## src/rtl/tdm_sel_pkg.sv

```systemverilog
package tdm_sel_pkg;
  // control word field positions (fixed, independent of channel count)
  localparam int CTL_LAW_BIT = 16;
  localparam int CTL_DIR_BIT = 17;
  // address regions, upper two address bits
  localparam logic [1:0] REG_ENABLE  = 2'b00;
  localparam logic [1:0] REG_COMPAND = 2'b01;
  localparam logic [1:0] REG_CONTROL = 2'b10;
endpackage

```

## src/rtl/tdm_bitmap_bank.sv

```systemverilog
module tdm_bitmap_bank #(
  parameter int MAX_CH = 128,
  parameter int WORD_W = 32,
  localparam int NWORDS = MAX_CH / WORD_W,
  localparam int WSEL_W = (NWORDS > 1) ? $clog2(NWORDS) : 1
) (
  input  logic              clk,
  input  logic              rst,
  input  logic              wr_en,
  input  logic [WSEL_W-1:0] wr_word,
  input  logic [WORD_W-1:0] wr_data,
  input  logic              load,
  output logic [MAX_CH-1:0] work_map
);
  logic [MAX_CH-1:0] shadow_map;

  for (genvar k = 0; k < NWORDS; k++) begin : g_word
    always_ff @(posedge clk) begin
      if (rst) begin
        shadow_map[k*WORD_W +: WORD_W] <= '0;
        work_map[k*WORD_W +: WORD_W]   <= '0;
      end else begin
        if (wr_en && (wr_word == WSEL_W'(k)))
          shadow_map[k*WORD_W +: WORD_W] <= wr_data;
        if (load)
          work_map[k*WORD_W +: WORD_W] <= shadow_map[k*WORD_W +: WORD_W];
      end
    end
  end


  map_hold_chk: assert property (@(posedge clk) disable iff (rst)
    !load |=> $stable(work_map));

  map_load_chk: assert property (@(posedge clk) disable iff (rst)
    load |=> work_map == $past(shadow_map));
endmodule

```

## src/rtl/tdm_ctl_reg.sv

```systemverilog
module tdm_ctl_reg #(
  parameter int CNT_W = 7,
  parameter int DATA_W = 32
) (
  input  logic              clk,
  input  logic              rst,
  input  logic              wr_en,
  input  logic [DATA_W-1:0] wr_data,
  input  logic              load,
  output logic [CNT_W-1:0]  last_ch,
  output logic              mulaw,
  output logic              rx_dir
);
  import tdm_sel_pkg::*;

  logic [CNT_W-1:0] sh_last;
  logic             sh_mulaw;
  logic             sh_rx;

  always_ff @(posedge clk) begin
    if (rst) begin
      sh_last  <= '0;
      sh_mulaw <= 1'b0;
      sh_rx    <= 1'b0;
      last_ch  <= '0;
      mulaw    <= 1'b0;
      rx_dir   <= 1'b0;
    end else begin
      if (wr_en) begin
        sh_last  <= wr_data[CNT_W-1:0];
        sh_mulaw <= wr_data[CTL_LAW_BIT];
        sh_rx    <= wr_data[CTL_DIR_BIT];
      end
      if (load) begin
        last_ch <= sh_last;
        mulaw   <= sh_mulaw;
        rx_dir  <= sh_rx;
      end
    end
  end


  ctl_hold_chk: assert property (@(posedge clk) disable iff (rst)
    !load |=> $stable({last_ch, mulaw, rx_dir}));
endmodule

```

## src/rtl/tdm_chan_counter.sv

```systemverilog
module tdm_chan_counter #(
  parameter int CNT_W = 7
) (
  input  logic             clk,
  input  logic             rst,
  input  logic             frame_sync,
  input  logic             slot_strobe,
  input  logic [CNT_W-1:0] last_ch,
  output logic [CNT_W-1:0] cnt
);
  always_ff @(posedge clk) begin
    if (rst)
      cnt <= '0;
    else if (frame_sync)
      cnt <= '0;
    else if (slot_strobe)
      cnt <= (cnt == last_ch) ? '0 : cnt + 1'b1;
  end


  fs_clear_chk: assert property (@(posedge clk) disable iff (rst)
    frame_sync |=> cnt == '0);

  advance_chk: assert property (@(posedge clk) disable iff (rst)
    (slot_strobe && !frame_sync && cnt != last_ch) |=> cnt == $past(cnt) + 1'b1);

  hold_chk: assert property (@(posedge clk) disable iff (rst)
    (!slot_strobe && !frame_sync) |=> $stable(cnt));

  wrap_chk: assert property (@(posedge clk) disable iff (rst)
    (slot_strobe && !frame_sync && cnt == last_ch) |=> cnt == '0);

  bound_chk: assert property (@(posedge clk) disable iff (rst)
    cnt <= last_ch);
endmodule

```

## src/rtl/tdm_slot_decode.sv

```systemverilog
module tdm_slot_decode #(
  parameter int MAX_CH = 128,
  localparam int CNT_W = $clog2(MAX_CH)
) (
  input  logic [CNT_W-1:0]  cnt,
  input  logic [MAX_CH-1:0] en_map,
  input  logic [MAX_CH-1:0] cp_map,
  input  logic              rx_dir,
  output logic              active,
  output logic              compand,
  output logic              expand,
  output logic              compress
);
  always_comb begin
    active   = en_map[cnt];
    compand  = active & cp_map[cnt];
    expand   = compand & rx_dir;
    compress = compand & ~rx_dir;
  end
endmodule

```

## src/rtl/tdm_slot_selector.sv

```systemverilog
module tdm_slot_selector #(
  parameter int MAX_CH = 128,
  parameter int WORD_W = 32,
  localparam int NWORDS = MAX_CH / WORD_W,
  localparam int WSEL_W = (NWORDS > 1) ? $clog2(NWORDS) : 1,
  localparam int ADDR_W = WSEL_W + 2,
  localparam int CNT_W  = $clog2(MAX_CH)
) (
  input  logic              clk,
  input  logic              rst,
  input  logic              wr_en,
  input  logic [ADDR_W-1:0] wr_addr,
  input  logic [WORD_W-1:0] wr_data,
  input  logic              frame_sync,
  input  logic              slot_strobe,
  output logic [CNT_W-1:0]  chan_idx,
  output logic              slot_active,
  output logic              slot_compand,
  output logic              law_mulaw,
  output logic              compand_expand,
  output logic              compand_compress
);
  import tdm_sel_pkg::*;

  logic [1:0]        region;
  logic [WSEL_W-1:0] word_sel;
  logic              we_en, we_cp, we_ctl;
  logic [MAX_CH-1:0] en_map, cp_map;
  logic [CNT_W-1:0]  last_ch;
  logic              rx_dir;

  assign region   = wr_addr[ADDR_W-1 -: 2];
  assign word_sel = wr_addr[WSEL_W-1:0];
  assign we_en    = wr_en && (region == REG_ENABLE);
  assign we_cp    = wr_en && (region == REG_COMPAND);
  assign we_ctl   = wr_en && (region == REG_CONTROL) && (word_sel == '0);

  tdm_bitmap_bank #(.MAX_CH(MAX_CH), .WORD_W(WORD_W)) en_bank_i (
    .clk(clk), .rst(rst), .wr_en(we_en), .wr_word(word_sel),
    .wr_data(wr_data), .load(frame_sync), .work_map(en_map));

  tdm_bitmap_bank #(.MAX_CH(MAX_CH), .WORD_W(WORD_W)) cp_bank_i (
    .clk(clk), .rst(rst), .wr_en(we_cp), .wr_word(word_sel),
    .wr_data(wr_data), .load(frame_sync), .work_map(cp_map));

  tdm_ctl_reg #(.CNT_W(CNT_W), .DATA_W(WORD_W)) ctl_i (
    .clk(clk), .rst(rst), .wr_en(we_ctl), .wr_data(wr_data),
    .load(frame_sync), .last_ch(last_ch), .mulaw(law_mulaw), .rx_dir(rx_dir));

  tdm_chan_counter #(.CNT_W(CNT_W)) cnt_i (
    .clk(clk), .rst(rst), .frame_sync(frame_sync), .slot_strobe(slot_strobe),
    .last_ch(last_ch), .cnt(chan_idx));

  tdm_slot_decode #(.MAX_CH(MAX_CH)) dec_i (
    .cnt(chan_idx), .en_map(en_map), .cp_map(cp_map), .rx_dir(rx_dir),
    .active(slot_active), .compand(slot_compand),
    .expand(compand_expand), .compress(compand_compress));


  reset_state_chk: assert property (@(posedge clk)
    rst |=> (chan_idx == '0 && !slot_active && !law_mulaw));
endmodule

```

## config.mk

```make
export PLATFORM = sky130hd
export DESIGN_NAME = tdm_slot_selector
export DESIGN_NICKNAME = d
export VERILOG_FILES = /design/src/rtl/tdm_sel_pkg.sv /design/src/rtl/tdm_bitmap_bank.sv /design/src/rtl/tdm_ctl_reg.sv /design/src/rtl/tdm_chan_counter.sv /design/src/rtl/tdm_slot_decode.sv /design/src/rtl/tdm_slot_selector.sv
export SDC_FILE = /design/constraint.sdc
export NUM_CORES = 1
export LEC_CHECK = 0
export BUFFER_PORTS_ARGS = -buffer_cell sky130_fd_sc_hd__buf_2
export CAP_MARGIN = 10
export CORE_MARGIN = 2
export CORE_UTILIZATION = 50
export CTS_BUF_LIST = sky130_fd_sc_hd__clkbuf_16
export CTS_CLUSTER_SIZE = 28
export DETAILED_ROUTE_END_ITERATION = 12
export PLACE_DENSITY_LB_ADDON = 0.1
export SYNTH_ARGS = -nofsm -noshare
export SYNTH_HDL_FRONTEND = slang
export SYNTH_HIERARCHICAL = 1
export SYNTH_SLANG_ARGS = --single-unit
```

## constraint.sdc

```tcl
create_clock -name clk -period 2.75 [get_ports clk]
set_input_delay 0.4125 -clock clk [delete_from_list [all_inputs] [get_ports clk]]
set_output_delay 0.4125 -clock clk [all_outputs]
set_load 0.02 [all_outputs]
```

==> flow_metrics.py <==
metrics = {
    "run_status": {
        "violations": "negative setup slack",
        "status": "finished with violations",
    },
    "timing": {
        "setup_violations": 4,
        "slew_viol_final": 0,
        "fin_skew_ns": 0.01174,
        "tns_ns": -2.200,
        "post-route-period-util": 1.212,
        "maxSlewHeadroom": 0.3985,
        "worstMarginPinSlew_ns": 0.9022,
        "rsz0062_at_grt": "yes",
        "finalHoldViolations": 0,
        "fin_crit_ns": 3.334,
        "fmax_mhz": 299.9,
        "worst_slack_ns": -0.5841,
        "whs_ns": 0.1435,
    },
    "drt": {
        "first_iter_violations": 817,
        "drtAntennaViolNets": 0,
        "via_per_inst": 5.350,
        "routed-wl-met2_um": 26970,
        "first_pass_iters": 5,
        "drc_errors": 0,
        "wl_um": 56220,
        "met3_length_um": 1968,
        "num_vias": 14430,
        "routedWlPerCell_um": 20.84,
        "wl_met1_um": 25490,
        "top_layer": "met5",
    },
    "critical_path": {
        "critPathMaxFanout": 8,
        "critPathKind": "reg -> out",
        "end_kind": "output port",
        "arrival_ns": 2.92,
        "required_ns": 2.34,
        "crit_path_start_kind": "register",
    },
    "synth": {
        "netlist_area_mm2": 0.02280,
        "ys_ff_latch": 537,
        "avgSynthCellArea_um2": 11.28,
        "synthCells": 2021,
        "ys.warnings.count": 6,
        "syn_nets": 2063,
        "yosysUniqueCellTypes": 45,
        "synth_seq_area_share": 0.4714,
    },
    "global_route": {
        "track_usage": 0.2389,
        "grt_pass1_wl_um": 87020,
        "antenna_found_initial": 2,
        "overflow": 0,
        "grt_max_degree": 88,
        "grt_pass1_vias": 14450,
    },
    "layout": {
        "fillers": 3850,
        "fin_area_mm2": 0.02557,
        "fin_nets": 2102,
        "ff_latch_area_mm2": 0.01076,
        "drive_above_1_share": 0.1459,
        "multi_input_area_mm2": 0.01103,
        "syn_to_final_growth_pct": 12.13,
        "antennaDiodeCount": 0,
    },
    "floorplanning": {
        "io_pins": 53,
        "fp.coreArea_mm2": 0.04519,
        "row_count": 78,
        "die-area_mm2": 0.04733,
        "initial_core_util": 0.5047,
        "die_width_um": 217.6,
        "die_height_um": 217.6,
    },
    "power": {
        "peakVddDrop_mv": 0.6453,
        "powerDensity_mw_per_mm2": 614.5,
        "seq_power_share": 0.503,
        "p_int_uw": 12210,
        "p_clk_frac": 0.442,
        "p_switching_uw": 3506,
        "power_frac_comb": 0.055,
        "p_leak_uw": 0.01109,
        "switching_share": 0.2231,
    },
    "clock_network": {
        "htree_levels": 2,
        "cts_root_buf": "clkbuf_16",
        "path_clk_slew_ns": 0.06,
        "cts_buffers": 56,
        "cts.sinks": 537,
        "clock_latency_ns": 0.60,
        "clock_path_buffers": 3,
        "hold_buffers": 0,
        "cts_tree": "built",
    },
    "place": {
        "place_area_mm2": 0.02349,
        "dp_hpwl_um": 37680,
        "portBuffers": 52,
        "dp_slack_ns": 0.006677,
        "routabilityCongestion": 0.8410,
    },
    "min_path": {
        "hp-class": "in -> reg",
    },
    "flow_run": {
        "cap_violations": 0,
    },
}
-- timing repair --
| item | CTS | global route |
|---|---|---|
| pin swaps | 4 | 15 |
| gates resized for setup | 33 | 16 |
| endpoints found under the hold margin | 0 | 0 |
| cloned | 2 | 2 |
| setup endpoints to repair | 4 | 4 |
| setup buffers | 5 | 5 |
-- layout make-up --
type / count / share of cell area
well taps: 600 / 0.02936
flip-flops and latches: 537 / 0.4209
repair buffers: 136 / 0.05358
multi-input cells: 1329 / 0.4312
clock inverters: 39 / 0.009151
clock buffers: 57 / 0.05578
-- critical path, cell delays in order, from the launching register on --
cell and delay (ns):
dfxtp_4 0.41, buf_12 0.12, clkbuf_16 0.16, mux4_2 0.55, a22oi_2 0.19, a211oi_2 0.10, nor4_2 0.26, buf_4 0.21
o32ai_2 0.10, buf_4 0.20
-- worst paths after layout --
kind | slack (ns) | cells past startpoint | end | start
setup / recovery | -0.58 | 9 | slot_compand | cnt_i/cnt[0]
hold / removal | 0.14 | 3 | ctl_i/sh_last[1] | wr_data[1]
setup reg to reg | 0.67 | 7 | cnt_i/cnt[4] | cnt_i/cnt[0]
hold reg to reg | 0.47 | 2 | en_bank_i/shadow_map[10] | en_bank_i/shadow_map[10]
-- sequential cells by signal, indices dropped and copies added, names as in the netlist --
name                  count
cp_bank_i/work_map      128
en_bank_i/work_map      128
ctl_i/last_ch             7
cp_bank_i/shadow_map    128
en_bank_i/shadow_map    128
ctl_i/sh_last             7
ctl_i/rx_dir              1
ctl_i/sh_mulaw            1
ctl_i/mulaw               1
cnt_i/cnt                 7
ctl_i/sh_rx               1
-- cells by family (layout without fill, tap and decap cells) --
logic type / after synthesis / after routing / share of synthesized area
AND/OR/NAND/NOR: 650 / 650 / 0.1493
adder cells (fa/ha/maj): 1 / 1 / 0.0005486
XOR/XNOR: 11 / 11 / 0.004225
buffers and inverters: 155 / 232 / 0.05377
multiplexers: 611 / 611 / 0.3022
flip-flops: 537 / 537 / 0.4714
AO/OA/AOI/OAI: 56 / 56 / 0.01849
-- synthesized netlist by cell type --
cell       instances  area share
a2111oi_1          3      0.0013
a2111oi_2          1     0.00066
a211oi_1           2     0.00066
a21o_1             2     0.00066
a21oi_1           10      0.0022
a22oi_1           18      0.0059
a2bb2oi_1          2     0.00077
a41o_1             2     0.00088
and2_1             1     0.00027
and3b_2            1     0.00044
and4_4             1     0.00049
buf_12             8      0.0070
buf_2             15      0.0033
buf_4             41       0.013
buf_6             41       0.020
clkbuf_1          39      0.0064
clkbuf_2           3     0.00066
clkbuf_4           8      0.0026
dfxtp_1          537        0.47
ha_1               1     0.00055
mux2_2             2     0.00099
mux2i_1          549        0.24
mux4_1             6      0.0069
mux4_2            54       0.053
nand2_1            7      0.0012
nand2b_1         326       0.089
nand3_1            7      0.0015
nand3_2            2     0.00088
nand3b_1           6      0.0020
nand4_1            2     0.00055
nor2_1           282       0.046
nor2b_1            4      0.0011
nor3_1             2     0.00044
nor3b_1            2     0.00066
nor3b_2            2      0.0011
nor4_2             3      0.0016
nor4_4             1     0.00093
o2111ai_1          6      0.0023
o211ai_1           1     0.00033
o21ai_0            4     0.00088
o22a_1             2     0.00077
o32ai_1            3      0.0012
or2_2              1     0.00027
xnor2_1            3      0.0012
xor2_1             8      0.0031
-- power by group through the flow --
stage / Clock [µW] / Sequential (µW) / Combinational [µW]
CTS: 7110 / 7900 / 851
floorplan: 0 / 8050 / 621
detailed placement: 0 / 8070 / 833
finish: 6950 / 7900 / 863
global route: 7440 / 7900 / 920
global placement: 0 / 8070 / 824
-- layout by cell type, fill, tap and decap left out, drive strengths merged, types with 2 or more instances in the layout --
master	instances
mux2i	549
dfxtp	537
nand2b	326
nor2	282
buf	134
mux4	60
clkbuf	59
clkinv	19
a22oi	18
inv	16
a21oi	10
nand3	9
xor2	8
nand2	7
nand3b	6
o2111ai	6
nor2b	4
nor4	4
a2111oi	4
o21ai	4
nor3b	4
bufinv	3
xnor2	3
o32ai	3
nand4	2
a41o	2
a21o	2
nor3	2
mux2	2
o22a	2
a2bb2oi	2
a211oi	2
-- per-layer routing --
metal,up-vias,track usage
met5,-,0
met3,101,0.03487
met4,4,0.08607
met1,7072,0.3131
li1,7014,-
met2,243,0.4014
-- metrics by stage --
| step | std cells | utilization | power, µW |
|---|---|---|---|
| 4_1_cts | 2691 | 0.5611 | 15860 |
| 3_5_place_dp | 2588 | 0.5199 | 8903 |
| 2_1_floorplan | 2021 | - | 8672 |
| 3_3_place_gp | 2588 | 0.5199 | 8893 |
| 6_report | 2698 | 0.5659 | 15710 |
| 5_1_grt | 2698 | 0.5659 | 16260 |
Power figures use the tool's default switching activity.
